`src/rtl/txd_pkg.sv`:
```
package txd_pkg;
  localparam int CW        = 32;  // descriptor word width
  localparam int OWN_BIT   = 15;  // hardware owns the descriptor
  localparam int IRQ_BIT   = 14;  // pulse interrupt on hand-back
  localparam int WRAP_BIT  = 13;  // return to index 0 after this one
  localparam int LEN_LSB   = 16;
  localparam int LEN_W     = 16;

  typedef enum logic [2:0] {
    ST_POLL,
    ST_CTRL,
    ST_PTR,
    ST_XFER,
    ST_BACK
  } ring_st_t;
endpackage

```
`src/rtl/tx_desc_ram.sv`:
```
module tx_desc_ram #(
  parameter int DEPTH = 16,
  parameter int DW    = 32,
  localparam int AW   = $clog2(DEPTH)
) (
  input  logic          clk,
  input  logic          a_we,
  input  logic [AW-1:0] a_addr,
  input  logic [DW-1:0] a_wdata,
  output logic [DW-1:0] a_rdata,
  input  logic          b_we,
  input  logic [AW-1:0] b_addr,
  input  logic [DW-1:0] b_wdata,
  output logic [DW-1:0] b_rdata
);
  logic [DW-1:0] mem [DEPTH];

  // engine write is placed last so it wins a same-address collision
  always_ff @(posedge clk) begin
    if (a_we) mem[a_addr] <= a_wdata;
    if (b_we) mem[b_addr] <= b_wdata;
    a_rdata <= mem[a_addr];
    b_rdata <= mem[b_addr];
  end
endmodule

```
`src/rtl/tx_wb_reader.sv`:
```
module tx_wb_reader #(
  parameter int AW    = 32,
  parameter int DW    = 32,
  parameter int CNT_W = 16,
  localparam int OFF  = $clog2(DW/8),
  localparam int WAW  = AW - OFF
) (
  input  logic             clk,
  input  logic             rst,
  input  logic             start,
  input  logic [AW-1:0]    start_addr,
  input  logic [CNT_W-1:0] start_words,
  input  logic             fifo_full,
  output logic             wb_cyc_o,
  output logic             wb_stb_o,
  output logic [AW-1:0]    wb_adr_o,
  input  logic [DW-1:0]    wb_dat_i,
  input  logic             wb_ack_i,
  output logic             fifo_push,
  output logic [DW-1:0]    fifo_data,
  output logic             fifo_last,
  output logic             busy,
  output logic             done
);
  logic [WAW-1:0]   wadr_q;
  logic [CNT_W-1:0] left_q;
  logic             busy_q;
  logic             done_q;
  logic             beat;
  logic [OFF-1:0]   unused_lo;

  assign unused_lo = start_addr[OFF-1:0];

  // both strobes held for the whole burst, withdrawn while the FIFO is full
  assign wb_cyc_o  = busy_q & ~fifo_full;
  assign wb_stb_o  = busy_q & ~fifo_full;
  assign wb_adr_o  = {wadr_q, {OFF{1'b0}}};
  assign beat      = wb_cyc_o & wb_ack_i;

  assign fifo_push = beat;
  assign fifo_data = wb_dat_i;
  assign fifo_last = beat & (left_q == CNT_W'(1));
  assign busy      = busy_q;
  assign done      = done_q;

  always_ff @(posedge clk) begin
    if (rst) begin
      busy_q <= 1'b0;
      done_q <= 1'b0;
      wadr_q <= '0;
      left_q <= '0;
    end else begin
      done_q <= 1'b0;
      if (start && !busy_q) begin
        busy_q <= 1'b1;
        wadr_q <= start_addr[AW-1:OFF];
        left_q <= start_words;
      end else if (beat) begin
        wadr_q <= wadr_q + WAW'(1);
        left_q <= left_q - CNT_W'(1);
        if (left_q == CNT_W'(1)) begin
          busy_q <= 1'b0;
          done_q <= 1'b1;
        end
      end
    end
  end
endmodule

```
`src/rtl/tx_desc_ring.sv`:
```
module tx_desc_ring
  import txd_pkg::*;
#(
  parameter int NUM_DESC = 8,
  parameter int AW       = 32,
  parameter int DW       = 32,
  localparam int IDX_W   = $clog2(NUM_DESC),
  localparam int RAW     = IDX_W + 1,
  localparam int BYTES   = DW / 8,
  localparam int OFF     = $clog2(BYTES)
) (
  input  logic             clk,
  input  logic             rst,
  input  logic             tx_en,
  output logic [RAW-1:0]   ram_addr,
  output logic             ram_we,
  output logic [CW-1:0]    ram_wdata,
  input  logic [CW-1:0]    ram_rdata,
  output logic             rd_start,
  output logic [AW-1:0]    rd_addr,
  output logic [LEN_W-1:0] rd_words,
  input  logic             rd_done,
  output logic             tx_irq
);
  ring_st_t         st_q;
  logic [IDX_W-1:0] idx_q;
  logic [CW-1:0]    ctrl_q;
  logic             start_q;
  logic             irq_q;
  logic [AW-1:0]    addr_q;
  logic [LEN_W-1:0] words_q;
  logic [LEN_W:0]   len_round;
  logic [LEN_W-1:0] words_nxt;

  always_comb begin
    len_round = {1'b0, ctrl_q[LEN_LSB +: LEN_W]} + (LEN_W+1)'(BYTES - 1);
    words_nxt = LEN_W'(len_round >> OFF);
  end

  assign ram_addr  = {idx_q, (st_q == ST_CTRL)};
  assign ram_we    = (st_q == ST_BACK);
  assign ram_wdata = ctrl_q & ~(CW'(1) << OWN_BIT);
  assign rd_start  = start_q;
  assign rd_addr   = addr_q;
  assign rd_words  = words_q;
  assign tx_irq    = irq_q;

  always_ff @(posedge clk) begin
    if (rst) begin
      st_q    <= ST_POLL;
      idx_q   <= '0;
      ctrl_q  <= '0;
      start_q <= 1'b0;
      irq_q   <= 1'b0;
      addr_q  <= '0;
      words_q <= '0;
    end else begin
      start_q <= 1'b0;
      irq_q   <= 1'b0;
      case (st_q)
        ST_POLL: if (tx_en) st_q <= ST_CTRL;
        ST_CTRL: begin
          ctrl_q <= ram_rdata;
          st_q   <= ram_rdata[OWN_BIT] ? ST_PTR : ST_POLL;
        end
        ST_PTR: begin
          if (words_nxt == '0) begin
            st_q <= ST_BACK;
          end else begin
            addr_q  <= AW'(ram_rdata);
            words_q <= words_nxt;
            start_q <= 1'b1;
            st_q    <= ST_XFER;
          end
        end
        ST_XFER: if (rd_done) st_q <= ST_BACK;
        ST_BACK: begin
          irq_q <= ctrl_q[IRQ_BIT];
          if (ctrl_q[WRAP_BIT] || idx_q == IDX_W'(NUM_DESC - 1))
            idx_q <= '0;
          else
            idx_q <= idx_q + IDX_W'(1);
          st_q <= ST_POLL;
        end
        default: st_q <= ST_POLL;
      endcase
    end
  end
endmodule

```
`src/rtl/tx_desc_fetch.sv`:
```
module tx_desc_fetch
  import txd_pkg::*;
#(
  parameter int NUM_DESC = 8,
  parameter int ADDR_W   = 32,
  parameter int DATA_W   = 32,
  localparam int RAW     = $clog2(NUM_DESC) + 1,
  localparam int DEPTH   = 2 ** RAW
) (
  input  logic              clk,
  input  logic              rst,
  input  logic              tx_en,
  input  logic              host_we,
  input  logic [11:0]       host_addr,
  input  logic [CW-1:0]     host_wdata,
  output logic [CW-1:0]     host_rdata,
  output logic              wb_cyc_o,
  output logic              wb_stb_o,
  output logic [ADDR_W-1:0] wb_adr_o,
  input  logic [DATA_W-1:0] wb_dat_i,
  input  logic              wb_ack_i,
  output logic              fifo_push,
  output logic [DATA_W-1:0] fifo_data,
  output logic              fifo_last,
  input  logic              fifo_full,
  output logic              tx_irq
);
  logic             host_hit;
  logic             hit_q;
  logic [CW-1:0]    a_rdata;
  logic [RAW-1:0]   eng_addr;
  logic             eng_we;
  logic [CW-1:0]    eng_wdata;
  logic [CW-1:0]    eng_rdata;
  logic             rd_start;
  logic [ADDR_W-1:0] rd_addr;
  logic [LEN_W-1:0] rd_words;
  logic             rd_done;
  logic             rd_busy;

  // descriptor window: upper half of the 4K-word space, 2 words per entry
  assign host_hit = host_addr[11] &&
                    ({1'b0, host_addr[10:0]} < 12'(2 * NUM_DESC));

  always_ff @(posedge clk) begin
    if (rst) hit_q <= 1'b0;
    else     hit_q <= host_hit;
  end

  assign host_rdata = hit_q ? a_rdata : '0;

  tx_desc_ram #(.DEPTH(DEPTH), .DW(CW)) u_ram (
    .clk     (clk),
    .a_we    (host_we & host_hit),
    .a_addr  (host_addr[RAW-1:0]),
    .a_wdata (host_wdata),
    .a_rdata (a_rdata),
    .b_we    (eng_we),
    .b_addr  (eng_addr),
    .b_wdata (eng_wdata),
    .b_rdata (eng_rdata)
  );

  tx_desc_ring #(.NUM_DESC(NUM_DESC), .AW(ADDR_W), .DW(DATA_W)) u_ring (
    .clk       (clk),
    .rst       (rst),
    .tx_en     (tx_en),
    .ram_addr  (eng_addr),
    .ram_we    (eng_we),
    .ram_wdata (eng_wdata),
    .ram_rdata (eng_rdata),
    .rd_start  (rd_start),
    .rd_addr   (rd_addr),
    .rd_words  (rd_words),
    .rd_done   (rd_done),
    .tx_irq    (tx_irq)
  );

  tx_wb_reader #(.AW(ADDR_W), .DW(DATA_W), .CNT_W(LEN_W)) u_rd (
    .clk         (clk),
    .rst         (rst),
    .start       (rd_start),
    .start_addr  (rd_addr),
    .start_words (rd_words),
    .fifo_full   (fifo_full),
    .wb_cyc_o    (wb_cyc_o),
    .wb_stb_o    (wb_stb_o),
    .wb_adr_o    (wb_adr_o),
    .wb_dat_i    (wb_dat_i),
    .wb_ack_i    (wb_ack_i),
    .fifo_push   (fifo_push),
    .fifo_data   (fifo_data),
    .fifo_last   (fifo_last),
    .busy        (rd_busy),
    .done        (rd_done)
  );
endmodule

```
`config.mk`:
```
export PLATFORM = sky130hd
export DESIGN_NAME = tx_desc_fetch
export DESIGN_NICKNAME = d
export VERILOG_FILES = /design/src/rtl/txd_pkg.sv /design/src/rtl/tx_desc_ram.sv /design/src/rtl/tx_wb_reader.sv /design/src/rtl/tx_desc_ring.sv /design/src/rtl/tx_desc_fetch.sv
export SDC_FILE = /design/constraint.sdc
export NUM_CORES = 2
export LEC_CHECK = 0
export CELL_PAD_IN_SITES_DETAIL_PLACEMENT = 0
export CELL_PAD_IN_SITES_GLOBAL_PLACEMENT = 1
export CORE_MARGIN = 2
export CORE_UTILIZATION = 52
export DETAILED_ROUTE_END_ITERATION = 10
export DONT_BUFFER_PORTS = 1
export PLACE_DENSITY = 0.91
export REMOVE_ABC_BUFFERS = 1
export SYNTH_ARGS = -nofsm -noshare
export SYNTH_HDL_FRONTEND = slang
export SYNTH_SLANG_ARGS = --single-unit
```
`constraint.sdc`:
```
create_clock -name clk -period 4.1 [get_ports clk]
set_clock_uncertainty 0.15 [all_clocks]
set_input_delay 0.205 -clock clk [delete_from_list [all_inputs] [get_ports clk]]
set_output_delay 0.205 -clock clk [all_outputs]
set_load 0.01 [all_outputs]
```
==> load_flow_metrics.sql <==
INSERT INTO impl_metrics (metric_group, metric, value, unit) VALUES
('power_and_ir_drop', 'static_leakage_power', '12.3', 'nW'),
('logic_synthesis', 'top_flip_flop_cell_by_instance_count_after_synthesis', 'sky130_fd_sc_hd__edfxtp_1', ''),
('logic_synthesis', 'netlist.top_cell.by_area', 'sky130_fd_sc_hd__edfxtp_1', ''),
('drt', 'avgViaCountPerCell', '6.71', ''),
('drt', 'drt-wirelength-per-cell', '28.1', 'um'),
('floorplanning', 'starting_density_of_the_core', '0.526', ''),
('hold_path', 'whs_path_depth', '4', ''),
('logic_synthesis', 'yosys_register_bits', '709', ''),
('drt', 'routed_wirelength', '111', 'mm'),
('drt', 'drcViolationCount', '1', ''),
('clock_tree', 'htreeDepth', '3', ''),
('timing', 'fin_crit', '3630', 'ps'),
('floorplanning', 'die_width', '268', 'um'),
('logic_synthesis', 'syn-mean-instance-area', '11.7', 'sq um'),
('status', 'violated_checks', 'DRC', ''),
('drt', 'dr_vias', '26600', ''),
('run', 'drv_cap', '0', ''),
('logic_synthesis', 'synth_seq_area_share', '0.530', ''),
('grt', 'grt_antenna_before_repair', '7', ''),
('cells_and_area', 'post_route_cells_drive_above_1_share', '0.179', ''),
('floorplanning', 'design.core.area', '68700', 'sq um'),
('hold_path', 'worst_hold_startpoint', 'host_addr[3]', ''),
('drt', 'detailedRoute.firstIterationViolations', '3935', ''),
('logic_synthesis', 'synthArstFlopShare', '0', ''),
('clock_tree', 'tritoncts', 'yes', ''),
('grt', 'groute.usage.overall', '0.314', ''),
('timing', 'timing.max_slew.rel_slack', '0.0819', ''),
('critical_path', 'critical_path.reg2reg.startpoint', 'u_ring.ctrl_q[18]', ''),
('clock_tree', 'cts-buffers-inserted', '78', ''),
('cells_and_area', 'fill_cells', '5362', ''),
('timing', 'max_freq', '0.276', 'GHz'),
('clock_tree', 'cts-root-to-sink-buffers', '3', ''),
('critical_path', 'ff2ff_path_depth', '7', ''),
('timing', 'setup_violations', '0', ''),
('critical_path', 'rrSetupSlack', '950', 'ps'),
('power_and_ir_drop', 'vdd_ir_drop_max', '304', 'uV'),
('logic_synthesis', 'synth_area', '36200', 'sq um'),
('clock_tree', 'insertion_delay', '660', 'ps'),
('status', 'status', 'complete, but fails checks', ''),
('critical_path', 'critical_path.reg2reg.endpoint', 'u_ring.rd_addr[5]', ''),
('grt', 'globalRouteOverflowTotal', '0', ''),
('grt', 'largest_net_degree_at_the_start_of_global_routing', '137', ''),
('floorplanning', 'ioPinCount', '183', ''),
('timing', 'max_slew.worst_pin.slew', '1370', 'ps'),
('clock_tree', 'cts_root_buffer', 'sky130_fd_sc_hd__clkbuf_16', ''),
('timing', 'timing.final.crit_share', '0.885', ''),
('grt', 'first_pass_grt_wire_length', '166', 'mm'),
('critical_path', 'worst_ep_arrival_time', '3790', 'ps'),
('hold_path', 'hold_path.class', 'primary input to register', ''),
('timing', 'grt_setup_unrepaired', 'no', ''),
('floorplanning', 'floorplan.rows', '96', ''),
('cells_and_area', 'flow.area_growth_from_synthesis', '10.4', '%'),
('placed_design', 'gpl.final_weighted_congestion', '0.861', ''),
('hold_path', 'whs_endpoint', 'u_ram.mem[0][15]', ''),
('drt', 'detailedRoute.firstPassIterationCount', '10', ''),
('clock_tree', 'clock_sinks', '709', ''),
('logic_synthesis', 'yosysWarningCount', '0', ''),
('placed_design', 'preCtsSetupSlack', '1150', 'ps'),
('critical_path', 'worst_setup_path_start_kind', 'primary input', ''),
('placed_design', 'io_buffers', '0', ''),
('timing', 'worst_case_setup_margin_in_the_final_layout', '471', 'ps'),
('timing', 'final_max_slew_viol_count', '0', ''),
('critical_path', 'critical_path_class', 'primary input to register', ''),
('logic_synthesis', 'synth-edff-count', '496', ''),
('logic_synthesis', 'synthDominantCellAreaShare', '0.412', ''),
('critical_path', 'worst_setup_path_end_kind', 'register', ''),
('logic_synthesis', 'top_post_synthesis_cells_by_area', 'sky130_fd_sc_hd__edfxtp_1 (41%), sky130_fd_sc_hd__mux4_2 (18%), sky130_fd_sc_hd__dfxtp_1 (12%)', ''),
('critical_path', 'cp_max_fo', '18', ''),
('logic_synthesis', 'yosys.cell_types.count', '64', ''),
('timing', 'hold_violations', '0', ''),
('clock_tree', 'cts.reportedPaths.clkPinSlew', '60', 'ps'),
('grt', 'first_global_vias', '26500', ''),
('cells_and_area', 'utilization', '0.581', ''),
('logic_synthesis', 'synthCells', '3094', ''),
('cells_and_area', 'fin_nets', '3054', ''),
('floorplanning', 'fp.dieH', '268', 'um'),
('critical_path', 'data_required_time_at_the_worst_endpoint', '4260', 'ps'),
('clock_tree', 'postCtsResizedCells', '0', ''),
('placed_design', 'hpwlAfterDp', '64.4', 'mm'),
('power_and_ir_drop', 'pd_cells', '425', 'nW/um^2'),
('drt', 'ant_nets', '0', ''),
('floorplanning', 'die_area', '71700', 'sq um');
-- kinds of logic after synthesis --
| family | share of synthesized area |
|---|---|
| buffers and inverters | 0.0424 |
| multiplexers | 0.185 |
| flip-flops | 0.530 |
| other | 0.000104 |
| AO/OA/AOI/OAI | 0.0628 |
| adder cells (fa/ha/maj) | 0.00173 |
| AND/OR/NAND/NOR | 0.175 |
| XOR/XNOR | 0.00363 |
-- cells in the mapped netlist (all sizes together) (67+ instances only) --
cell type  count
and2         283
edfxtp       496
a22oi         67
nand3        147
buf          112
o21ai        149
dfxtp        213
mux4         288
a21oi         90
nand2        708
clkbuf       217
nor2          75
-- flip-flops by register name, summed over array words and instances (netlist names) --
name,cells
hit_q,1
u_ram.a_rdata,32
u_ram.b_rdata,32
u_ram.mem,512
u_rd.busy,1
u_rd.done,1
u_rd.left_q,16
u_rd.wadr_q,30
u_ring.ctrl_q,31
u_ring.idx_q,3
u_ring.rd_addr,30
u_ring.rd_start,1
u_ring.rd_words,15
u_ring.st_q,3
u_ring.tx_irq,1
-- stage by stage --
stage	instance area, sq um	cells	hold slack, ps	setup TNS [ps]	total power, W
floorplan	34700	2766	124	-1930810	0.00904
global placement	36700	3763	149	0	0.00981
detailed placement	36700	3763	147	0	0.00986
CTS	39900	3961	12.0	0	0.0170
global route	39900	3962	47.9	0	0.0175
finish	39900	3967	45.6	0	0.0170
-- per-layer routing --
layer,wire [um],global-route usage
met1,37500,0.397
met2,52200,0.497
met3,16200,0.0923
met4,5510,0.156
met5,27,0.00338
-- where the power goes --
| part | internal (W) | switching, W | leakage [nW] | total (W) |
|---|---|---|---|---|
| Combinational | 0.000865 | 0.00104 | 5.47 | 0.00190 |
| Sequential | 0.00775 | 0.000331 | 5.58 | 0.00808 |
| Clock | 0.00407 | 0.00292 | 1.25 | 0.00699 |
-- cell usage in the layout (no fill, tap or decap), types with 14 or more instances in the layout --
cell type | netlist | routed
sky130_fd_sc_hd__nand2_1 | 708 | 708
sky130_fd_sc_hd__edfxtp_1 | 496 | 496
sky130_fd_sc_hd__mux4_2 | 288 | 288
sky130_fd_sc_hd__and2_1 | 283 | 282
sky130_fd_sc_hd__dfxtp_1 | 213 | 211
sky130_fd_sc_hd__nand3_1 | 147 | 147
sky130_fd_sc_hd__o21ai_0 | 148 | 145
sky130_fd_sc_hd__a21oi_1 | 90 | 90
sky130_fd_sc_hd__clkbuf_16 | 0 | 79
sky130_fd_sc_hd__a22oi_1 | 67 | 67
sky130_fd_sc_hd__nor2_1 | 72 | 59
sky130_fd_sc_hd__buf_4 | 41 | 58
sky130_fd_sc_hd__dlygate4sd3_1 | 0 | 47
sky130_fd_sc_hd__a31oi_1 | 25 | 25
sky130_fd_sc_hd__clkbuf_1 | 209 | 22
sky130_fd_sc_hd__nand4_1 | 21 | 21
sky130_fd_sc_hd__nor2_4 | 0 | 16
sky130_fd_sc_hd__nor3_1 | 19 | 16
sky130_fd_sc_hd__clkbuf_8 | 0 | 16
sky130_fd_sc_hd__o211ai_1 | 14 | 14
-- critical path, cell delays in order --
cell and delay (ps):
sky130_fd_sc_hd__dlygate4sd3_1 540, sky130_fd_sc_hd__nor4_2 280, sky130_fd_sc_hd__dlygate4sd3_1 610, sky130_fd_sc_hd__nand2_1 130
sky130_fd_sc_hd__or3_4 480, sky130_fd_sc_hd__nor3_4 140, sky130_fd_sc_hd__dlygate4sd3_1 990, sky130_fd_sc_hd__buf_4 400
-- cell type report --
type	count	area, sq um	area share
multi-input cells	2047	15800	0.394
clock inverters	22	221	0.00555
repair buffers	121	1280	0.0320
well taps	931	1160	0.0292
diodes	6	15.0	0.000376
flip-flops and latches	709	19200	0.480
clock buffers	121	2300	0.0577
inverters	10	37.5	0.000940
-- how the worst max path moves through the flow --
| stage | from | to | slack [ps] |
|---|---|---|---|
| 5_1_grt | host_addr[7] | u_ram.mem[1][29] | 360 |
| 4_1_cts | host_addr[7] | u_ram.mem[1][29] | 550 |
| 2_1_floorplan | u_ring.st_q[0] | u_ram.b_rdata[0] | -16310 |
| 6_report | host_addr[7] | u_ram.mem[1][26] | 470 |
| 3_3_place_gp | host_addr[5] | u_ram.mem[10][21] | 1330 |
| 3_5_place_dp | u_ring.st_q[2] | u_ram.mem[14][4] | 1150 |
-- timing repair --
item | 4_1_cts | 5_1_grt
setup buffers | 0 | 0
hold buffers | 55 | 0
hold endpoints to repair | 727 | 0
setup endpoints to repair | 0 | 0
(Power assumes the default switching activity.)
